## src/rtl/ctrl_port_pkg.sv

```systemverilog
package ctrl_port_pkg;

    typedef enum logic [1:0] {
        SEQ_IDLE   = 2'd0,
        SEQ_ACCESS = 2'd1,
        SEQ_DROP   = 2'd2,
        SEQ_REDO   = 2'd3
    } seq_state_t;

    // A state in which the port clock line sits high.
    function automatic logic clk_high_in(input seq_state_t st);
        return (st == SEQ_IDLE) || (st == SEQ_DROP);
    endfunction

endpackage

```

## src/rtl/ctrl_port_decode.sv

```systemverilog
module ctrl_port_decode #(
    parameter int               ADDR_W    = 16,
    parameter int               NUM_PORTS = 2,
    parameter logic [ADDR_W-1:0] BASE_ADDR = 16'h4016
) (
    input  logic [ADDR_W-1:0]    cpu_addr,
    input  logic                 cpu_rnw,
    input  logic                 cpu_valid,
    output logic [NUM_PORTS-1:0] rd_hit,
    output logic                 wr_hit
);

    // The output latch lives at the first port address only.
    assign wr_hit = cpu_valid && !cpu_rnw && (cpu_addr == BASE_ADDR);

    for (genvar gi = 0; gi < NUM_PORTS; gi++) begin : g_port_dec
        localparam logic [ADDR_W-1:0] PORT_ADDR = BASE_ADDR + ADDR_W'(gi);
        assign rd_hit[gi] = cpu_valid && cpu_rnw && (cpu_addr == PORT_ADDR);
    end

endmodule

```

## src/rtl/ctrl_port_latch.sv

```systemverilog
module ctrl_port_latch #(
    parameter int DATA_W  = 8,
    parameter int LATCH_W = 3
) (
    input  logic               clk,
    input  logic               rst_n,
    input  logic               wr_hit,
    input  logic [DATA_W-1:0]  wdata,
    output logic [LATCH_W-1:0] latch_q
);

    logic unused_wdata_hi;
    assign unused_wdata_hi = ^wdata[DATA_W-1:LATCH_W];

    always_ff @(posedge clk) begin
        if (!rst_n) begin
            latch_q <= '0;
        end else if (wr_hit) begin
            latch_q <= wdata[LATCH_W-1:0];
        end
    end

endmodule

```

## src/rtl/ctrl_port_seq.sv

```systemverilog
module ctrl_port_seq
    import ctrl_port_pkg::*;
(
    input  logic clk,
    input  logic rst_n,
    input  logic rd_hit,
    input  logic dma_glitch,
    output logic line_clk,
    output logic capture,
    output logic idle
);

    seq_state_t state_q, state_d;
    logic       redo_q, redo_d;

    // State register.
    always_ff @(posedge clk) begin
        if (!rst_n) begin
            state_q <= SEQ_IDLE;
            redo_q  <= 1'b0;
        end else begin
            state_q <= state_d;
            redo_q  <= redo_d;
        end
    end

    // Next-state logic.
    always_comb begin
        state_d = state_q;
        redo_d  = redo_q;
        unique case (state_q)
            SEQ_IDLE: begin
                if (rd_hit) begin
                    state_d = SEQ_ACCESS;
                    redo_d  = dma_glitch;
                end
            end
            SEQ_ACCESS: begin
                state_d = redo_q ? SEQ_DROP : SEQ_IDLE;
                redo_d  = 1'b0;
            end
            SEQ_DROP: state_d = SEQ_REDO;
            SEQ_REDO: state_d = SEQ_IDLE;
            default:  state_d = SEQ_IDLE;
        endcase
    end

    // Outputs: the clock line is registered so that it cannot glitch.
    always_ff @(posedge clk) begin
        if (!rst_n) begin
            line_clk <= 1'b1;
        end else begin
            line_clk <= clk_high_in(state_d);
        end
    end

    // Sample the data line on every edge where the clock line falls.
    assign capture = ((state_q == SEQ_IDLE) && rd_hit) || (state_q == SEQ_DROP);
    assign idle    = (state_q == SEQ_IDLE);

endmodule

```

## src/rtl/ctrl_port_if.sv

```systemverilog
module ctrl_port_if #(
    parameter int                ADDR_W    = 16,
    parameter int                DATA_W    = 8,
    parameter int                NUM_PORTS = 2,
    parameter int                LATCH_W   = 3,
    parameter int                MIC_BIT   = 2,
    parameter logic [ADDR_W-1:0] BASE_ADDR = 16'h4016,
    parameter logic [DATA_W-1:0] OPEN_BUS  = 8'h40
) (
    input  logic                 clk,
    input  logic                 rst_n,
    input  logic [ADDR_W-1:0]    cpu_addr,
    input  logic                 cpu_rnw,
    input  logic                 cpu_valid,
    input  logic [DATA_W-1:0]    cpu_wdata,
    input  logic                 dma_glitch,
    input  logic [NUM_PORTS-1:0] port_data,
    input  logic                 mic_in,
    input  logic                 mic_mode,
    output logic [DATA_W-1:0]    rd_data,
    output logic [LATCH_W-1:0]   out_latch,
    output logic                 strobe,
    output logic [NUM_PORTS-1:0] port_clk
);

    localparam int IDX_W = (NUM_PORTS > 1) ? $clog2(NUM_PORTS) : 1;

    logic [NUM_PORTS-1:0] rd_hit;
    logic                 wr_hit;
    logic [NUM_PORTS-1:0] port_capture;
    logic [NUM_PORTS-1:0] port_idle;

    ctrl_port_decode #(
        .ADDR_W    (ADDR_W),
        .NUM_PORTS (NUM_PORTS),
        .BASE_ADDR (BASE_ADDR)
    ) u_decode (
        .cpu_addr  (cpu_addr),
        .cpu_rnw   (cpu_rnw),
        .cpu_valid (cpu_valid),
        .rd_hit    (rd_hit),
        .wr_hit    (wr_hit)
    );

    ctrl_port_latch #(
        .DATA_W  (DATA_W),
        .LATCH_W (LATCH_W)
    ) u_latch (
        .clk     (clk),
        .rst_n   (rst_n),
        .wr_hit  (wr_hit),
        .wdata   (cpu_wdata),
        .latch_q (out_latch)
    );

    assign strobe = out_latch[0];

    for (genvar gp = 0; gp < NUM_PORTS; gp++) begin : g_port
        ctrl_port_seq u_seq (
            .clk        (clk),
            .rst_n      (rst_n),
            .rd_hit     (rd_hit[gp]),
            .dma_glitch (dma_glitch),
            .line_clk   (port_clk[gp]),
            .capture    (port_capture[gp]),
            .idle       (port_idle[gp])
        );
    end

    // Pick the capturing port; the lowest index wins if two coincide.
    logic             cap_any;
    logic [IDX_W-1:0] cap_idx;

    always_comb begin
        cap_any = 1'b0;
        cap_idx = '0;
        for (int i = NUM_PORTS - 1; i >= 0; i--) begin
            if (port_capture[i]) begin
                cap_any = 1'b1;
                cap_idx = IDX_W'(i);
            end
        end
    end

    logic [DATA_W-1:0] rd_next;

    always_comb begin
        rd_next    = OPEN_BUS;
        rd_next[0] = port_data[cap_idx];
        if (mic_mode && (cap_idx == '0)) begin
            rd_next[MIC_BIT] = mic_in;
        end
    end

    always_ff @(posedge clk) begin
        if (!rst_n) begin
            rd_data <= OPEN_BUS;
        end else if (cap_any) begin
            rd_data <= rd_next;
        end
    end

endmodule

```

## config.mk

```make
export PLATFORM = sky130hd
export DESIGN_NAME = ctrl_port_if
export DESIGN_NICKNAME = d
export VERILOG_FILES = /design/src/rtl/ctrl_port_pkg.sv /design/src/rtl/ctrl_port_decode.sv /design/src/rtl/ctrl_port_latch.sv /design/src/rtl/ctrl_port_seq.sv /design/src/rtl/ctrl_port_if.sv
export SDC_FILE = /design/constraint.sdc
export NUM_CORES = 1
export LEC_CHECK = 0
export BUFFER_PORTS_ARGS = -buffer_cell sky130_fd_sc_hd__buf_4
export CORE_UTILIZATION = 44
export DETAILED_ROUTE_END_ITERATION = 8
export PLACE_DENSITY = 0.89
export SLEW_MARGIN = 5
export SYNTH_ARGS = -nofsm -noshare
export SYNTH_HDL_FRONTEND = slang
export SYNTH_SLANG_ARGS = --single-unit
```

## constraint.sdc

```tcl
create_clock -name clk -period 3.3 [get_ports clk]
set_clock_uncertainty 0.1 [all_clocks]
set_input_delay 0.165 -clock clk [delete_from_list [all_inputs] [get_ports clk]]
set_output_delay 0.165 -clock clk [all_outputs]
set_load 0.02 [all_outputs]
```

==> results of run 1 <==
synthesized netlist by cell type:
master,instances
o31ai_1,1
and4bb_1,1
o311a_1,1
inv_1,5
clkbuf_1,1
nand4_4,1
o21ai_2,1
nand2b_1,2
a211o_1,1
and2_2,1
dfxtp_1,13
a21oi_1,1
conb_1,2
o211ai_1,1
nand4_1,1
nand3_1,1
and2_1,1
a21boi_2,1
and3_2,1
and3_1,1
nand3b_1,1
a21boi_0,1
nor4_4,1
o21bai_4,1
and4bb_2,1
nor3_4,1
buf_4,9
nor2_1,4
a22oi_1,1
nand2_1,7
mux2i_1,4
a31oi_1,1
nor3_1,1
nor2b_1,3
nor4b_4,1
logic make-up (layout without fill, tap and decap cells):
| logic type | count (synthesis) | count (layout) | synth area share [%] |
|---|---|---|---|
| simple gates | 30 | 30 | 31.8 |
| buf+inv | 15 | 44 | 12.4 |
| flops | 13 | 13 | 35.7 |
| compound gates | 11 | 11 | 13.6 |
| mux | 4 | 4 | 5.50 |
| other cells | 2 | 6 | 1.03 |
stage by stage:
stage / std cells / worst slack (ns) / hold WS [ns]
final: 124 / 1.97 / 0.0348
after global routing: 124 / 1.89 / 0.0526
after CTS: 124 / 1.97 / 0.0214
after detailed placement: 120 / 1.68 / 0.313
after global placement: 120 / 1.70 / 0.304
after floorplan: 79 / 1.89 / 0.212
cell type report:
cell class                 instances  share of cell area [%]
tap                               16                    2.04
inverter                           5                    1.91
clock buffer                       4                    2.68
timing repair buffer              35                    26.8
multi-input combinational         51                    40.1
sequential                        13                    26.5
routing by layer:
layer  share of wire (%)  vias up  routed length, µm
li1                    -      311                  -
met4                   0        0                  0
met3                 5.5        0                 78
met2                  58       20                819
met5                   0        -                  0
met1                  37      268                520
state kept, by name, summed over array words and instances (netlist names):
register,cells
rd_data,2
g_port.u_seq.state_q,4
g_port.u_seq.line_clk,2
u_latch.latch_q,3
g_port.u_seq.redo_q,2
worst paths after layout:
kind	from	end	slack, ns	cells after the start
max	cpu_addr[8]	rd_data[0]	1.97	6
min	mic_mode	rd_data[2]	0.03	3
max reg2reg	g_port[0].u_seq.state_q[0]	rd_data[0]	2.10	3
min reg2reg	rd_data[2]	rd_data[2]	0.37	2
power by group through the flow:
stage          clock network, mW  registers (mW)  logic [mW]
2_1_floorplan                  0           0.160      0.0196
3_3_place_gp                   0           0.160      0.0421
3_5_place_dp                   0           0.160      0.0432
4_1_cts                   0.0993           0.157      0.0431
5_1_grt                    0.105           0.157      0.0460
6_report                  0.0950           0.157      0.0429
worst reg2reg max path: cells and delay by family, from the launching register on:
kind | cells | cell delay (ns)
compound gates | 2 | 0.45
flops | 1 | 0.39
simple gates | 1 | 0.16
==> reports/results.ini, run 1 <==
[clock_tree]
clkTransAtPathRegs_ns = 0.08
clock-root-buffer = clkbuf_4
htreeDepth = 1
clock_latency_ns = 0.27
cts_setup_buffers = 0
cts_buffers = 3
cts.repair.resized = 0
ctsHoldBuffers = 0
tritoncts = built
cts.sinks = 13
cts_buffer_depth = 2

[critical_path]
cp-end-kind = register
cp_max_fo = 6
critical-path-top-delay-family = compound AO/OA/AOI/OAI gates
cp_data_arrival_time_ns = 1.39
crit_chain = buf_4 > nor4b_4 > nand4_4 > o21bai_4 > a21boi_2 > o311a_1
criticalPathCategory = input port to register
crit_path_start_kind = input port
critPathBufInv = 1
crit_slowest_cell = o311a_1
cpPeakStageDelay_ns = 0.32
cp.required_ns = 3.37

[timing]
report.final.slew_viol_count = 0
max_freq_mhz = 754
rsz0062_at_grt = false
hold_viol = 0
setup_viol = 0
finalSetupTns_ns = 0
finalCritPeriodShare_pct = 40.2
period_needed_ns = 1.33

[cells_and_area]
antennaDiodeCount = 0
regArea_um2 = 260
fin_area_um2 = 981
syn2layout_area_growth_pct = 34.7
final_common_cell = buf_4
final_cell_mix = buf_4, dfxtp_1, nand2_1
fin_nets = 142
final_util_pct = 64.4
multiInputGateArea_um2 = 393
fill_cells = 134
layout-drive-gt1-share_pct = 44.4

[placed_design]
gp_congestion = 0.775
dp_hpwl_um = 1200
port_buffers = 35
placed_area_um2 = 955

[power]
power_uw = 295
power_leakage_nw = 0.442
peakVddDrop_mv = 0.264
p_switching_uw = 66.6
pwr-share-clk_pct = 32.2
switching_share_pct = 22.6
combPwrFrac_pct = 14.6
seq_power_share_pct = 53.2
p_int_uw = 228
power_density_nw_per_um2 = 300

[routing]
via_count = 599
ant_nets = 0
wl_per_cell_um = 11.4
drc = 0
drt_pass1_iterations = 4
drt-initial-drc-count = 8
vias_per_cell = 4.83
drt-total-wl_um = 1420

[global_route]
grt_max_degree = 12
grt_use_total_pct = 17.0
antenna_found_initial = 0
use_met3_pct = 5.53
grt_pass1_vias = 570
grt_overflow = 0
grt_busiest_layer = met2
use_met2_pct = 34.5
grt_use_met1_pct = 15.7
grt_pass1_wl_um = 2330

[job]
maxCapViolCount = 0

[logic_synthesis]
synth-seq-cells = 13
syn_inst = 75
synth_area_leaders = dfxtp_1, buf_4, mux2i_1, nand2_1, nor4b_4
synth-warning-count = 0
synth.avg_cell_area_um2 = 9.71
netlist_area_um2 = 728
yosysTopAreaCell = dfxtp_1
ys_types = 35
yosysTopAreaCellShare_pct = 35.7
yosysSeqAreaShare_pct = 35.7

[hold_path]
min_path_type = input port to register

[die]
design.die.area_um2 = 1820
core_area_um2 = 1520
die_y_um = 42.7
die_w_um = 42.7
start_util_pct = 47.8
num_rows = 14
io_pins = 47

[outcome]
status = complete, no violations

(Power assumes the default switching activity.)
==> run 2: changes to the inputs <==
--- a/config.mk
+++ b/config.mk
@@ -5,10 +5,12 @@
 export SDC_FILE = /design/constraint.sdc
 export NUM_CORES = 1
 export LEC_CHECK = 0
+export ABC_AREA = 1
 export BUFFER_PORTS_ARGS = -buffer_cell sky130_fd_sc_hd__buf_4
-export CORE_UTILIZATION = 44
+export CORE_ASPECT_RATIO = 0.75
+export CORE_UTILIZATION = 41
 export DETAILED_ROUTE_END_ITERATION = 8
-export PLACE_DENSITY = 0.89
+export PLACE_DENSITY = 0.84
 export SLEW_MARGIN = 5
 export SYNTH_ARGS = -nofsm -noshare
 export SYNTH_HDL_FRONTEND = slang
==> constraint.sdc (replaced) <==
create_clock -name clk -period 1.3 [get_ports clk]
set_clock_uncertainty 0.1 [all_clocks]
set_input_delay 0.065 -clock clk [delete_from_list [all_inputs] [get_ports clk]]
set_output_delay 0.065 -clock clk [all_outputs]
set_load 0.02 [all_outputs]
==> reports/results.ini, run 2 <==
[logic_synthesis]
yosysTopAreaCell = dfxtp_1
synth-seq-cells = 13  ; unchanged
ys_types = 22  ; -37%
synthSimpleGateAreaFrac_pct = 36.9  ; +5.1 points
yosys.area_share.xor_xnor_pct = 0  ; unchanged
yosysTopAreaCellShare_pct = 35.2  ; -0.54 points
synth_edf_count = 0  ; unchanged
ys_top_cells_by_count = inv_1, dfxtp_1, buf_4, nand2_1, nor2_1
synth_area_leaders = dfxtp_1, buf_4, inv_1, nand2_1, nor2_1
yosysSeqAreaShare_pct = 35.2  ; -0.54 points
syn_inst = 96  ; +28%
synth_top_family_by_area = simple AND/OR/NAND/NOR gates
ys.flop_type = dfxtp_1
async_flop_share_pct = 0  ; unchanged
synthMuxAreaShare_pct = 0  ; -5.5 points
netlist_area_um2 = 739  ; +1.5%
synth_compound_area_share_pct = 8.63  ; -4.9 points
synth.avg_cell_area_um2 = 7.70  ; -21%
yosys.area_share.adder_pct = 0  ; unchanged
yosysMostFrequentCell = inv_1
synth-warning-count = 0  ; unchanged

[cells_and_area]
final_common_cell = buf_4
multiInputGateArea_um2 = 359  ; -8.6%
syn2layout_area_growth_pct = 44.5
reg_top3 = g_port.u_seq.state_q x4, u_latch.latch_q x3
regMostFlops = g_port.u_seq.state_q
final_cell_mix = buf_4, inv_1, dfxtp_1
layout-drive-gt1-share_pct = 43.4  ; -1.1 points
fin_area_um2 = 1070  ; +8.9%
antennaDiodeCount = 0  ; unchanged
fill_cells = 142  ; +6.0%
largest_reg_flops = 4  ; unchanged
final_cells = 157  ; +27%
fin_nets = 170  ; +20%
regArea_um2 = 262  ; +0.48%

[critical_path]
reg2reg_slack_ns = 0.08  ; -2.02 ns
criticalPathCategory = register to register
cp.required_ns = 1.41  ; -1.96 ns
ff2ff_path_depth = 7  ; +4
cp-end-kind = register
cp-startpoint = g_port[0].u_seq.state_q[1]
reg2reg_from = g_port[0].u_seq.state_q[1]
cp_max_fo = 4  ; -2
cp_data_arrival_time_ns = 1.33  ; -0.06 ns
worstReg2RegEnd = rd_data[0]
cpPeakStageDelay_ns = 0.33  ; about the same
cpMostUsedCell = nand2_2
crit_chain = inv_1 > or2_2 > nand2_4 > inv_2 > nand2_2 > nand2_2 > a21oi_2
crit_path_start_kind = register
crit_slowest_cell = dfxtp_2

[power]
power_density_nw_per_um2 = 717  ; +140%
power_leakage_nw = 0.492  ; +11%
peakVddDrop_mv = 0.641  ; +140%

[clock_tree]
cts_buffers = 3  ; unchanged
cts.sinks = 13  ; unchanged
tritoncts = built
clock_latency_ns = 0.27  ; about the same
clock-root-buffer = clkbuf_4
clkTransAtPathRegs_ns = 0.08  ; about the same
cts_buffer_depth = 2  ; unchanged
htreeDepth = 1  ; unchanged

[timing]
period_needed_ns = 1.22
report.final.slew_viol_count = 0  ; unchanged
max_freq_mhz = 820
rsz0062_at_grt = false
fin_ws_ns = 0.0806  ; -1.89 ns
finalHoldWorstSlack_ns = 0.0479  ; +0.0132 ns
setup_viol = 0  ; unchanged
finalSetupTns_ns = 0  ; unchanged
hold_viol = 0  ; unchanged
finalCritPeriodShare_pct = 93.8

[die]
start_util_pct = 46.9  ; -0.88 points
die_y_um = 38.8  ; -9.1%
num_rows = 12  ; -2
die_w_um = 51.0  ; +20%
io_pins = 47  ; unchanged
design.die.area_um2 = 1980  ; +8.7%
core_area_um2 = 1580  ; +3.4%

[placed_design]
place_inst = 146  ; +22%
placed_area_um2 = 972  ; +1.8%
dp_hpwl_um = 1220  ; +1.7%
gp_congestion = 0.702  ; -9.3%
port_buffers = 35  ; unchanged
pre_cts_slack_ns = 0.0427  ; -1.63 ns

[routing]
wl_per_cell_um = 9.51  ; -17%
via_count = 687  ; +15%
drt-total-wl_um = 1490  ; +5.2%
ant_nets = 0  ; unchanged
drt_pass1_iterations = 4  ; unchanged
drc = 0  ; unchanged
vias_per_cell = 4.38  ; -9.4%
drt-initial-drc-count = 4  ; -4

[hold_path]
min_path_type = input port to register
hold_end = rd_data[0]
hold_start = port_data[1]
holdPathStages = 5  ; +2

[global_route]
grt_pass1_wl_um = 2460  ; +5.9%
grt_use_total_pct = 17.2  ; +0.25 points
grt_overflow = 0  ; unchanged
antenna_found_initial = 0  ; unchanged
grt_max_degree = 12  ; unchanged
grt_pass1_vias = 628  ; +10%

[outcome]
status = complete, no violations

[job]
maxCapViolCount = 0  ; unchanged

run 2: cell count changes after synthesis, sizes merged, moves of 3 or more:
| cell | before | now |
|---|---|---|
| a211oi | 0 | 4 |
| a21oi | 1 | 6 |
| inv | 5 | 17 |
| mux2i | 4 | 0 |
| nand2 | 7 | 13 |
| nand3 | 1 | 10 |
| nor2 | 4 | 15 |
| nor2b | 3 | 0 |
run 2: worst max-delay path: cells and delay by family, from the launching register on:
kind                   cells  cell delay (ns)
AND/OR/NAND/NOR            4             0.51
AO/OA/AOI/OAI              1             0.10
buffers and inverters      2             0.10
flip-flops                 1             0.33
run 2: what timing repair did:
item / 4_1_cts / 5_1_grt
endpoints found under the hold margin: 5 / 0
hold buffers: 6 / 0
setup endpoints to repair: 0 / 3
setup buffers: 0 / 1
gates resized for setup: 0 / 1
run 2: stage by stage:
stage               total power [mW]  utilization, %
floorplan                      0.459               -
global placement               0.512            61.7
detailed placement             0.515            61.7
CTS                            0.773            67.2
global route                   0.810            67.8
finish                         0.766            67.8
run 2: how the worst max path moves through the flow:
stage,end,depth (start not counted)
after floorplan,rd_data[0],6
after global placement,rd_data[0],9
after detailed placement,rd_data[0],7
after CTS,rd_data[0],7
after global routing,rd_data[0],7
final,rd_data[0],7
run 2: metal layers:
layer,share of wire [%],vias to the layer above,global-route usage (%)
li1,-,369,-
met1,44,291,18.2
met5,0,-,0
met4,1.6,0,4.86
met3,4.8,4,7.06
met2,50,23,31.9
run 2: area by class of cell:
class	count	share of cell area, %
Sequential cell	13	24.5
Tap cell	21	2.46
Inverter	17	5.97
Timing Repair Buffer	42	30.9
Clock buffer	3	2.11
Clock inverter	1	0.468
Multi-Input combinational cell	60	33.6
run 2: cells by family after synthesis:
| family | after synthesis |
|---|---|
| compound gates | 10 |
| flops | 13 |
| buf+inv | 27 |
| other cells | 2 |
| simple gates | 44 |
run 2: report_power, final:
part | switching [mW] | internal [mW]
Combinational | 0.0523 | 0.0696
Clock | 0.132 | 0.114
Sequential | 0.00000234 | 0.398
Total | 0.185 | 0.581
